==> config.mk <==
export PLATFORM = sky130hd
export DESIGN_NAME = midi_note_parser
export DESIGN_NICKNAME = d
export VERILOG_FILES = /design/src/rtl/midi_note_pkg.sv /design/src/rtl/midi_byte_class.sv /design/src/rtl/midi_note_fsm.sv /design/src/rtl/key_vel_table.sv /design/src/rtl/midi_note_parser.sv
export SDC_FILE = /design/constraint.sdc
export NUM_CORES = 1
export LEC_CHECK = 0
export ABC_AREA = 1
export ABC_CLOCK_PERIOD_IN_PS = 3850
export BUFFER_PORTS_ARGS = -buffer_cell sky130_fd_sc_hd__buf_4
export CAP_MARGIN = 0
export CORE_MARGIN = 2
export CORE_UTILIZATION = 60
export CTS_CLUSTER_DIAMETER = 100
export DETAILED_ROUTE_END_ITERATION = 7
export PLACE_DENSITY = 0.78
export SLEW_MARGIN = 20
export SYNTH_ARGS = -nofsm -noshare
export SYNTH_HDL_FRONTEND = slang
export SYNTH_SLANG_ARGS = --single-unit
export TNS_END_PERCENT = 5
==> constraint.sdc <==
create_clock -name clk -period 3.85 [get_ports clk]
set_input_delay 0.5775 -clock clk [delete_from_list [all_inputs] [get_ports clk]]
set_output_delay 0.5775 -clock clk [all_outputs]
set_load 0.005 [all_outputs]
==> src/rtl/midi_note_pkg.sv <==
// Shared types and constants for the MIDI note parser.
// Assumes standard MIDI byte categories; only channel-1 note messages act.
package midi_note_pkg;
    typedef enum logic [1:0] {
        BC_DATA     = 2'd0,
        BC_STATUS   = 2'd1,
        BC_SYSCOM   = 2'd2,
        BC_REALTIME = 2'd3
    } byte_class_e;

    localparam logic [7:0] ST_NOTE_OFF = 8'h80;
    localparam logic [7:0] ST_NOTE_ON  = 8'h90;
endpackage

==> src/rtl/midi_byte_class.sv <==
// Sorts one MIDI byte into data, channel status, system common or real-time.
// Purely combinational; assumes nothing about the surrounding stream.
module midi_byte_class
    import midi_note_pkg::*;
(
    input  logic [7:0]  byte_in,
    output byte_class_e cls
);
    // Classify by top bit and the system-message ranges
    always_comb begin
        if (!byte_in[7])            cls = BC_DATA;
        else if (byte_in >= 8'hF8)  cls = BC_REALTIME;
        else if (byte_in >= 8'hF0)  cls = BC_SYSCOM;
        else                        cls = BC_STATUS;
    end
endmodule

==> src/rtl/midi_note_fsm.sv <==
// Running-status tracker and data-byte phase for note messages.
// Emits a one-cycle table write when a complete in-range note pair arrives.
// Assumes byte_in is only meaningful while byte_valid is high.
module midi_note_fsm
    import midi_note_pkg::*;
#(
    parameter int NUM_KEYS  = 37,
    parameter int BASE_NOTE = 36,
    parameter int VEL_W     = 7,
    localparam int IDX_W    = $clog2(NUM_KEYS)
) (
    input  logic              clk,
    input  logic              rst_n,
    input  logic              byte_valid,
    input  logic [7:0]        byte_in,
    input  byte_class_e       cls,
    output logic [7:0]        run_status,
    output logic              second_pending,
    output logic              wr_en,
    output logic [IDX_W-1:0]  wr_idx,
    output logic [VEL_W-1:0]  wr_vel
);
    localparam logic [6:0] LO_NOTE = 7'(BASE_NOTE);
    localparam logic [7:0] HI_NOTE = 8'(BASE_NOTE + NUM_KEYS - 1);

    logic [6:0] note_q;
    logic       note_ok;
    logic       is_note_msg;

    // Track running status, data phase and latched note number
    always_ff @(posedge clk) begin
        if (!rst_n) begin
            run_status     <= '0;
            second_pending <= 1'b0;
            note_q         <= '0;
        end else if (byte_valid) begin
            case (cls)
                BC_REALTIME: ;
                BC_SYSCOM: begin
                    run_status     <= '0;
                    second_pending <= 1'b0;
                end
                BC_STATUS: begin
                    run_status     <= byte_in;
                    second_pending <= 1'b0;
                end
                default: begin
                    if (run_status != '0) begin
                        if (!second_pending) begin
                            note_q         <= byte_in[6:0];
                            second_pending <= 1'b1;
                        end else begin
                            second_pending <= 1'b0;
                        end
                    end
                end
            endcase
        end
    end

    // Decide whether the byte now arriving completes a table write
    always_comb begin
        note_ok     = (note_q >= LO_NOTE) && ({1'b0, note_q} <= HI_NOTE);
        is_note_msg = (run_status == ST_NOTE_ON) || (run_status == ST_NOTE_OFF);
        wr_en       = byte_valid && (cls == BC_DATA) && (run_status != '0)
                      && second_pending && is_note_msg && note_ok;
        wr_idx      = IDX_W'(note_q - LO_NOTE);
        wr_vel      = (run_status == ST_NOTE_OFF) ? '0 : VEL_W'(byte_in[6:0]);
    end
endmodule

==> src/rtl/key_vel_table.sv <==
// Per-key velocity storage with one write port and one combinational read.
// Assumes wr_idx is below NUM_KEYS whenever wr_en is high.
module key_vel_table #(
    parameter int NUM_KEYS = 37,
    parameter int VEL_W    = 7,
    localparam int IDX_W   = $clog2(NUM_KEYS)
) (
    input  logic                clk,
    input  logic                rst_n,
    input  logic                wr_en,
    input  logic [IDX_W-1:0]    wr_idx,
    input  logic [VEL_W-1:0]    wr_vel,
    input  logic [IDX_W-1:0]    rd_idx,
    output logic [VEL_W-1:0]    rd_vel,
    output logic [NUM_KEYS-1:0] held
);
    logic [VEL_W-1:0] vel_q [NUM_KEYS];

    for (genvar k = 0; k < NUM_KEYS; k++) begin : g_key
        // Store this key's velocity on a matching write
        always_ff @(posedge clk) begin
            if (!rst_n)                                  vel_q[k] <= '0;
            else if (wr_en && wr_idx == IDX_W'(k))       vel_q[k] <= wr_vel;
        end
        assign held[k] = |vel_q[k];
    end

    // Select the addressed entry, zero when out of range
    always_comb begin
        rd_vel = '0;
        for (int i = 0; i < NUM_KEYS; i++) begin
            if (rd_idx == IDX_W'(i)) rd_vel = vel_q[i];
        end
    end
endmodule

==> src/rtl/midi_note_parser.sv <==
// Top of the MIDI note parser: classifies bytes, tracks running status and
// keeps the per-key velocity table read by the envelope bank.
// Assumes at most one byte per cycle, presented with byte_valid.
module midi_note_parser
    import midi_note_pkg::*;
#(
    parameter int NUM_KEYS  = 37,
    parameter int BASE_NOTE = 36,
    parameter int VEL_W     = 7,
    localparam int IDX_W    = $clog2(NUM_KEYS)
) (
    input  logic                clk,
    input  logic                rst_n,
    input  logic                byte_valid,
    input  logic [7:0]          byte_in,
    input  logic [IDX_W-1:0]    rd_key,
    output logic [VEL_W-1:0]    rd_vel,
    output logic [NUM_KEYS-1:0] key_held
);
    byte_class_e      cls;
    logic [7:0]       run_status;
    logic             second_pending;
    logic             wr_en;
    logic [IDX_W-1:0] wr_idx;
    logic [VEL_W-1:0] wr_vel;

    midi_byte_class u_class (
        .byte_in (byte_in),
        .cls     (cls)
    );

    midi_note_fsm #(
        .NUM_KEYS  (NUM_KEYS),
        .BASE_NOTE (BASE_NOTE),
        .VEL_W     (VEL_W)
    ) u_fsm (
        .clk            (clk),
        .rst_n          (rst_n),
        .byte_valid     (byte_valid),
        .byte_in        (byte_in),
        .cls            (cls),
        .run_status     (run_status),
        .second_pending (second_pending),
        .wr_en          (wr_en),
        .wr_idx         (wr_idx),
        .wr_vel         (wr_vel)
    );

    key_vel_table #(
        .NUM_KEYS (NUM_KEYS),
        .VEL_W    (VEL_W)
    ) u_table (
        .clk    (clk),
        .rst_n  (rst_n),
        .wr_en  (wr_en),
        .wr_idx (wr_idx),
        .wr_vel (wr_vel),
        .rd_idx (rd_key),
        .rd_vel (rd_vel),
        .held   (key_held)
    );
endmodule

After elaboration in Yosys (flattened, before gate mapping)
Memories as Yosys holds them, arrays and structs flattened.
Index checks and enable logic that the tools add are counted.
{"block": "classes", "add_sub_neg": 1, "n_mul": 0, "n_div": 0, "magnitude_cmp": 4, "eq_ne": 77, "shifts": 0, "mux": 194, "bitwise": 40, "reduce_logical": 92}
{"op": "$mux 7", "n": 75}
{"op": "$reduce_or 7->1", "n": 37}
{"op": "$eq 6x5->1 const B", "n": 32}
{"op": "$mux 1", "n": 114}
{"op": "$eq 6x4->1 const B", "n": 16}
{"op": "$eq 6x6->1 const B", "n": 10}
{"op": "$eq 6x3->1 const B", "n": 8}
{"op": "$logic_and 1x1->1", "n": 43}
{"op": "$or 1x1->1", "n": 37}
{"op": "$eq 6x2->1 const B", "n": 4}
{"op": "$eq 8x8->1 const B", "n": 2}
{"op": "$ge 8x8->1 const B", "n": 2}
{"op": "$pmux 8 s2", "n": 1}
{"op": "$eq 6x1->1 const B", "n": 2}
{"op": "$logic_not 6->1", "n": 2}
{"op": "$reduce_bool 8->1", "n": 1}
{"op": "$ge 7x6->1 const B", "n": 1}
{"op": "$le 7x7->1 const B", "n": 1}
{"op": "$mux 2", "n": 3}
{"op": "$sub 6x6->6 const B", "n": 1}
{"op": "$eq 2x2->1 const B", "n": 2}
{"op": "$reduce_and 4->1", "n": 1}
{"op": "$reduce_bool 2->1", "n": 2}
{"op": "$not 1->1", "n": 3}
{"op": "8 further kinds", "n": 8}
{"block": "totals", "register_bits": 16, "latchBits": 0, "mem_bits_rw": 259, "rom_bits": 0, "in_bits": 17, "out_inout_bits": 44, "wordCells": 412, "memories": 1}
{"memory": "u_table.vel_q", "words": 37, "width": 7, "read_ports": 37, "rd_ports_with_merged_regs": 0, "write_ports": 37, "line_no": "key_vel_table.sv:17", "rtl": "logic [VEL_W-1:0] vel_q [NUM_KEYS];"}

Longest topological paths before layout
Gate-level depths: netlist of run 1.
{"block": "logic_depth", "depth_word": 38, "depth_mapped": 25}

Modules after synthesis
From an unflattened synthesis of run 1, not the netlist that was laid out.
{"block": "hier_totals", "cells_unflattened": 1538, "area_unflattened_um2": 13613.1}
{"mod": "key_vel_table", "n_inst": 1, "cells_each": 1399, "area_each_um2": 12628.4}
{"mod": "midi_note_fsm", "n_inst": 1, "cells_each": 133, "area_each_um2": 954.7}
{"mod": "midi_byte_class", "n_inst": 1, "cells_each": 6, "area_each_um2": 30.0}

Worst setup path before layout of run 1
OpenSTA, ideal clock, no wires.
{"block": "synth_path", "path_kind": "input to output", "from": "in rd_key[3]", "to": "out rd_vel[1]", "t_arrival_ps": 2305, "path_slack_ps": 967, "cell_stages": 25, "path_buffers": 0, "path_cell_list": "nor2_1 nand2_1 nor2_1 nand2_1 nand2_1 nor2_1 nand4_1 nand2_1 nand4_1 nor2_1 nand3_1 nand2_1 nand3_1 nand2_1 nand4_1 nand2_1 nand3_1 nand2_1 nand4_1 nand2_1 nand4_1 nand2_1 nand3_1 nand2_1 nand3_1"}
{"block": "synth_between", "elab_chain_cells": 38, "word_cells_on_any_way": 74, "cone_classes": "eq/ne (36); mux (37); reduce/logical (1)"}
{"element": "start: declaration", "line_no": "midi_note_parser.sv:16", "rtl": "input logic [IDX_W-1:0] rd_key,"}
{"element": "$logic_not 6->1", "line_no": "key_vel_table.sv:32", "rtl": "if (rd_idx == IDX_W'(i)) rd_vel = vel_q[i];"}
{"element": "$mux 7 (36 in a row)", "line_no": "key_vel_table.sv:32"}
{"element": "$mux 7 (*)", "line_no": "key_vel_table.sv:32"}
{"element": "end: declaration", "line_no": "midi_note_parser.sv:17", "rtl": "output logic [VEL_W-1:0] rd_vel,"}
Mark *: on every way between the ends. The rest lies on a longest branch, timed or not.

Final worst setup path of run 1
{"block": "layout_path", "from": "in rd_key[2]", "to": "out rd_vel[1]"}
The elaborated chain is that of the path after synthesis.

==> results_dict.tcl, run 1 <==
set metrics [dict create \
    run_status "finished, violations left" \
    violations "setup timing" \
    wirelength_um 38200 \
    worst_skew_pair.late_latency_ns 0.54 \
    pre_cts_slack_ns 0.0501 \
    antenna-diode-count 0 \
    layout.filler_cells 1597 \
    yosys_most_used_dff "edfxtp_1" \
    final.setup.worst_slack_ns -0.0895 \
    worst-endpoint-required_ns 3.27 \
    nets 1613 \
    floorplan.die.height_um 153 \
    worstPathMaxFanout 6 \
    place.port_buffers 60 \
    hold_ws_ns 0.324 \
    dr.pass1.iters 8 \
    die-width_um 153 \
    finalHoldViolCount 0 \
    max_cap_viol_count 0 \
    proportion_of_total_power_due_to_net_switching 0.233 \
    ys.warnings.count 0 \
    holdCritPathClass "input port to register" \
    period_minus_slack_ns 3.94 \
    die-area_um2 23400 \
    rsz0062_at_grt "yes" \
    grt_antenna_before_repair 0 \
    cts_inserted_buffers 28 \
    start_util 0.611 \
    drc_errors 0 \
    clk_root_buffer_cell "clkbuf_16" \
    vdd.ir_drop.worst_uv 391 \
    io_pins 61 \
    tightestPinTransition_ns 0.666 \
    final-setup-viol-count 3 \
    layout_commonest_cell "nor2_1" \
    worstSetupStartpointType "input port" \
    sequentialPowerShare 0.517 \
    timing_limited_maximum_frequency_ghz 0.254 \
    netlist-cell-type-count 33 \
    vias 11600 \
    drive_above_1_share 0.146 \
    power.density_cell_area_nw_per_um2 428 \
    cts.hold.buffers_added 0 \
    switchingPower_mw 1.54 \
    clock_skew_ns 0.0155 \
    maximum_level_of_the_cts_h_tree 1 \
    cts_sinks 275 \
    slew-limit-headroom 0.554 \
    grt_remaining_overflow 0 \
    synth_seq_area_share 0.607 \
    gp_routability_congestion 1.03 \
    critical_path.top_delay_family "simple AND/OR/NAND/NOR gates" \
    period_utilization_post_route 1.02 \
    synth-edff-count 259 \
    first_pass_grt_wire_length_um 58800 \
    synthesis.area_per_instance_um2 9.08 \
    leak_nw 5.98 \
    synth_area_um2 13300 \
    grt_max_degree 59 \
    path_buf_inv 5 \
    floorplan.rows 54 \
    cell_area_reported_after_detailed_placement_um2 14500 \
    worstSetupPathType "input port to output port" \
    layout_common_cells "nor2_1 (356), nand2_1 (309), edfxtp_1 (259), buf_4 (135), inv_1 (115)" \
    grt_pass1_vias 11000 \
    critPathArrivalTime_ns 3.36 \
    areaGrowthSynthToFinish_pct 16.0 \
    critical_path.slowest_cell "nor2_1" \
    synthesis.nets 1486 \
    number_of_synthesized_register_bits 275 \
    final_core_utilization 0.709 \
    p_int_mw 5.08 \
    synthCells 1469 \
    drt-vias-per-instance 6.10 \
    clk_pin_slew_ns 0.05 \
    coreArea_um2 21800 \
    slew_viol_final 0 \
    power.share.combinational 0.079 \
    drtIter0Drc 1703 \
    gr-usage-all-layers 0.322 \
    drtAntennaViolNets 0 \
    proportion_of_synthesized_flip_flops_having_asynchronous_set_or_reset 0 \
    endpoint_kind "output port" \
    fin_setup_tns_ns -0.151 \
    cts_tree "built" \
    post-route-cell-area_um2 15500 \
    pwr-share-clk 0.404 \
    clock_tree.buffer_depth 3 \
    wl_per_cell_um 20.2 \
    critPathMostFrequentCell "nand2_1" \
    critical_path.max_stage_delay_ns 0.15 \
    dp_hpwl_um 26600 \
]
-- final timing paths --
kind / start / to / slack, ns / cells after the start
worst max-delay path: rd_key[2] / rd_vel[1] / -0.09 / 28
worst min-delay path: byte_in[3] / u_fsm.run_status[3] / 0.32 / 3
worst max register to register: u_fsm.note_q[3] / u_table.vel_q[17][12] / 1.08 / 15
worst min register to register: u_fsm.run_status[1] / u_fsm.run_status[1] / 0.47 / 2
-- final cells by class --
type	count	area [µm²]	share of cell area
clock buffer	36	752	0.0486
clock inverter	14	143	0.00922
inverter	125	472	0.0305
multi-input combinational	1031	4640	0.300
sequential	275	8100	0.523
tap	280	350	0.0226
timing repair buffer	135	1010	0.0655
-- per-layer routing --
| layer | vias to the layer above | track usage | share of wire |
|---|---|---|---|
| met1 | 5381 | 0.429 | 0.36 |
| met5 | - | 0 | 0 |
| li1 | 5252 | - | - |
| met4 | 0 | 0.0961 | 0.031 |
| met3 | 117 | 0.0717 | 0.13 |
| met2 | 819 | 0.536 | 0.48 |
-- worst register-to-register path, cell delays in order (launching register included) --
cell and delay (ns):
dfxtp_1 0.37, inv_1 0.09, nor2_1 0.13, inv_1 0.17, nor2_2 0.15, o211ai_1 0.12, nand2_1 0.09, nand4_1 0.17
nor2_1 0.16, inv_2 0.07, nor2_2 0.14, inv_1 0.16, nor2_4 0.12, inv_1 0.12, o21ai_0 0.21, buf_4 0.20
-- state kept, by name (all words and copies together) (netlist names) --
register              flops
u_fsm.note_q              7
u_fsm.second_pending      1
u_table.vel_q           259
u_fsm.run_status          8
-- stage by stage --
step | total power, mW | cells
6_report | 6.62 | 1896
5_1_grt | 6.79 | 1896
4_1_cts | 6.60 | 1893
2_1_floorplan | 3.74 | 1469
3_3_place_gp | 3.97 | 1842
3_5_place_dp | 3.99 | 1842
-- cells by family (layout without fill, tap and decap cells) --
| group | Yosys count | in the layout | share of synthesized area |
|---|---|---|---|
| AND/OR/NAND/NOR | 928 | 928 | 0.305 |
| flip-flops | 275 | 275 | 0.607 |
| buffers and inverters | 163 | 310 | 0.0468 |
| AO/OA/AOI/OAI | 103 | 103 | 0.0405 |
-- power by group through the flow --
stage	registers (mW)	clock network, mW	logic, mW
after global placement	3.48	0	0.493
after CTS	3.42	2.67	0.506
after global routing	3.43	2.80	0.558
after floorplan	3.46	0	0.279
after detailed placement	3.48	0	0.502
final	3.43	2.68	0.522
-- repair_timing --
action,in CTS,in global routing
pin swaps,1,4
setup buffers,1,3
endpoints found under the setup margin,1,7
resized for setup,0,12
-- cell usage after synthesis (16+ instances only) --
| cell type | instances | share of area |
|---|---|---|
| a21oi_1 | 58 | 0.022 |
| nand4_1 | 83 | 0.039 |
| nand2_1 | 312 | 0.088 |
| nand3_1 | 45 | 0.017 |
| clkbuf_1 | 33 | 0.0093 |
| nor4_1 | 34 | 0.016 |
| dfxtp_1 | 16 | 0.024 |
| o21ai_0 | 34 | 0.013 |
| inv_1 | 115 | 0.032 |
| edfxtp_1 | 259 | 0.58 |
| or2_2 | 20 | 0.0094 |
| nor3_1 | 43 | 0.016 |
| nor2_1 | 365 | 0.10 |
No activity file was read; power rests on OpenSTA's default activity.
==> run 2: changes to the inputs <==
--- a/config.mk
+++ b/config.mk
@@ -7,13 +7,13 @@
 export LEC_CHECK = 0
 export ABC_AREA = 1
 export ABC_CLOCK_PERIOD_IN_PS = 3850
-export BUFFER_PORTS_ARGS = -buffer_cell sky130_fd_sc_hd__buf_4
+export BUFFER_PORTS_ARGS = -buffer_cell sky130_fd_sc_hd__buf_2
 export CAP_MARGIN = 0
 export CORE_MARGIN = 2
-export CORE_UTILIZATION = 60
+export CORE_UTILIZATION = 50
 export CTS_CLUSTER_DIAMETER = 100
 export DETAILED_ROUTE_END_ITERATION = 7
-export PLACE_DENSITY = 0.78
+export PLACE_DENSITY = 0.67
 export SLEW_MARGIN = 20
 export SYNTH_ARGS = -nofsm -noshare
 export SYNTH_HDL_FRONTEND = slang
==> constraint.sdc (replaced) <==
create_clock -name clk -period 3.85 [get_ports clk]
set_input_delay 0.5775 -clock clk [delete_from_list [all_inputs] [get_ports clk]]
set_output_delay 0.5775 -clock clk [all_outputs]
set_load 0.05 [all_outputs]
==> results_dict.tcl, run 2 (synthesis results as in run 1) <==
set metrics [dict create \
    run_status "finished, violations left" \
    violations "DRC, setup timing" \
    antenna-diode-count 0 \
    clk_pin_slew_ns 0.06 \
    maximum_level_of_the_cts_h_tree 1 \
    endpoint_kind "output port" \
    clk_root_buffer_cell "clkbuf_16" \
    period_minus_slack_ns 4.01 \
    switchingPower_mw 1.69 \
    worst-endpoint-required_ns 3.27 \
    dp_hpwl_um 28900 \
    worst_skew_pair.late_latency_ns 0.56 \
    finalHoldViolCount 0 \
    fin_setup_tns_ns -0.631 \
    drc_errors 3 \
    post_layout_total_power_mw 7.02 \
    sequentialPowerShare 0.488 \
    areaGrowthSynthToFinish_pct 20.0 \
    wl_per_cell_um 20.2 \
    cts_tree "built" \
    drive_above_1_share 0.179 \
    max_cap_viol_count 0 \
    slew_viol_final 0 \
    cell_chain_of_the_critical_path "buf_2 -> nor2_4 -> clkinv_4 -> buf_6 -> nor2_4 -> a21oi_1 -> nand2_1 -> nand4_1 -> nand2_1 -> nand4_1 -> nand2_1 -> nand4_1 -> nand2_1 -> nand4_1 -> nor2_1 -> nand4_1 -> nand2_1 -> nand4_1 -> nor2_2 -> nand4_1 -> nor2_1 -> nand4_1 -> buf_6" \
    clock_skew_ns 0.0132 \
    drtIter0Drc 1342 \
    worstPathMaxFanout 6 \
    top_regs "u_table.vel_q (259), u_fsm.run_status (8), u_fsm.note_q (7)" \
    reg2reg_slack_ns 0.75 \
    drt-vias-per-instance 5.69 \
    worstSetupPathType "input port to output port" \
    floorplan.die.height_um 167 \
    grt_max_degree 41 \
    final-setup-viol-count 6 \
    grt_remaining_overflow 0 \
    pwr-share-clk 0.423 \
    layout_commonest_cell "nor2_1" \
    io_pins 61 \
    gp_routability_congestion 1.02 \
    die-width_um 167 \
    vias 11400 \
    clock_tree.buffer_depth 3 \
    die-area_um2 28000 \
    proportion_of_total_power_due_to_net_switching 0.241 \
    place.port_buffers 60 \
    final.setup.worst_slack_ns -0.157 \
    coreArea_um2 26100 \
    worstSetupStartpointType "input port" \
    rsz0062_at_grt "yes" \
    critical_path.max_stage_delay_ns 0.17 \
    largest_register_ff_count 259 \
    cts.hold.buffers_added 0 \
    registers.top_by_ff_count "u_table.vel_q" \
    floorplan.rows 59 \
    critical_path.slowest_cell "nor2_4" \
    holdCritPathClass "input port to register" \
    slew-limit-headroom 0.515 \
    p_int_mw 5.32 \
    power.share.combinational 0.088 \
    tightestPinTransition_ns 0.727 \
    vdd.ir_drop.worst_uv 431 \
    power.density_cell_area_nw_per_um2 438 \
    critPathMostFrequentCell "nand4_1" \
    layout_common_cells "nor2_1 (353), nand2_1 (306), edfxtp_1 (259), buf_4 (117), inv_1 (114)" \
    critPathArrivalTime_ns 3.43 \
    first_pass_grt_wire_length_um 61500 \
    grt_pass1_vias 11000 \
    start_util 0.510 \
    nets 1660 \
    timing_limited_maximum_frequency_ghz 0.250 \
    dr.pass1.iters 8 \
    gr-usage-all-layers 0.287 \
    cts_inserted_buffers 30 \
    grt_antenna_before_repair 0 \
    cts_sinks 275 \
    leak_nw 6.21 \
    drtAntennaViolNets 0 \
    period_utilization_post_route 1.04 \
    wirelength_um 40300 \
]
run 2: changes by cell type in the layout (fill, tap and decap cells not counted), sizes merged:
cell      delta
bufinv       +2
buf         +45
clkbuf       -1
clkinv       -2
clkinvlp     +5
run 2: repair_timing:
item / in CTS / in global routing
gates resized for setup: 25 / 17
pin swaps: 15 / 15
setup buffers: 9 / 1
cloned: 0 / 0
setup endpoints to repair: 5 / 7
endpoints found under the hold margin: 0 / 0
run 2: final timing paths:
check                      startpoint                   end  depth (start not counted)
hold / removal             byte_in[4]   u_fsm.run_status[4]                          3
setup / recovery            rd_key[4]             rd_vel[5]                         23
hold reg to reg   u_fsm.run_status[2]   u_fsm.run_status[2]                          2
setup reg to reg      u_fsm.note_q[3]  u_table.vel_q[13][9]                         12
run 2: layer usage:
| layer | global-route usage | wire, µm | vias to the layer above |
|---|---|---|---|
| li1 | - | - | 5351 |
| met1 | 0.401 | 16900 | 5436 |
| met2 | 0.467 | 18800 | 525 |
| met3 | 0.0470 | 3580 | 77 |
| met4 | 0.0847 | 1050 | 0 |
| met5 | 0 | 0 | - |
run 2: worst max-delay path: cells and delay by family:
kind | cells | cell delay, ns
AO/OA/AOI/OAI | 1 | 0.09
buffers and inverters | 4 | 0.56
AND/OR/NAND/NOR | 18 | 2.17
run 2: per-stage QoR:
stage / utilization / instances / worst slack [ns] / hold slack [ns] / area, µm²
after floorplan: - / 1469 / 0.620 / 0.445 / 13300
after global placement: 0.565 / 1936 / -0.119 / 0.457 / 14800
after detailed placement: 0.565 / 1936 / -0.127 / 0.458 / 14800
after CTS: 0.610 / 1999 / -0.0901 / 0.304 / 15900
after global routing: 0.612 / 2000 / -0.419 / 0.319 / 16000
final: 0.612 / 2000 / -0.157 / 0.309 / 16000
run 2: layout make-up:
type                            instances  area, µm²
Fill cell                            2250      10100
Sequential cell                       275       8100
Multi-Input combinational cell       1031       4690
Timing Repair Buffer                  180       1300
Clock buffer                           35        791
Inverter                              125        474
Tap cell                              335        419
Clock inverter                         19        231
run 2: power by group through the flow:
stage	registers, mW	logic (mW)	clock network [mW]
floorplan	3.46	0.344	0
global placement	3.48	0.580	0
detailed placement	3.49	0.584	0
CTS	3.42	0.603	2.99
global route	3.43	0.663	3.12
finish	3.42	0.620	2.97
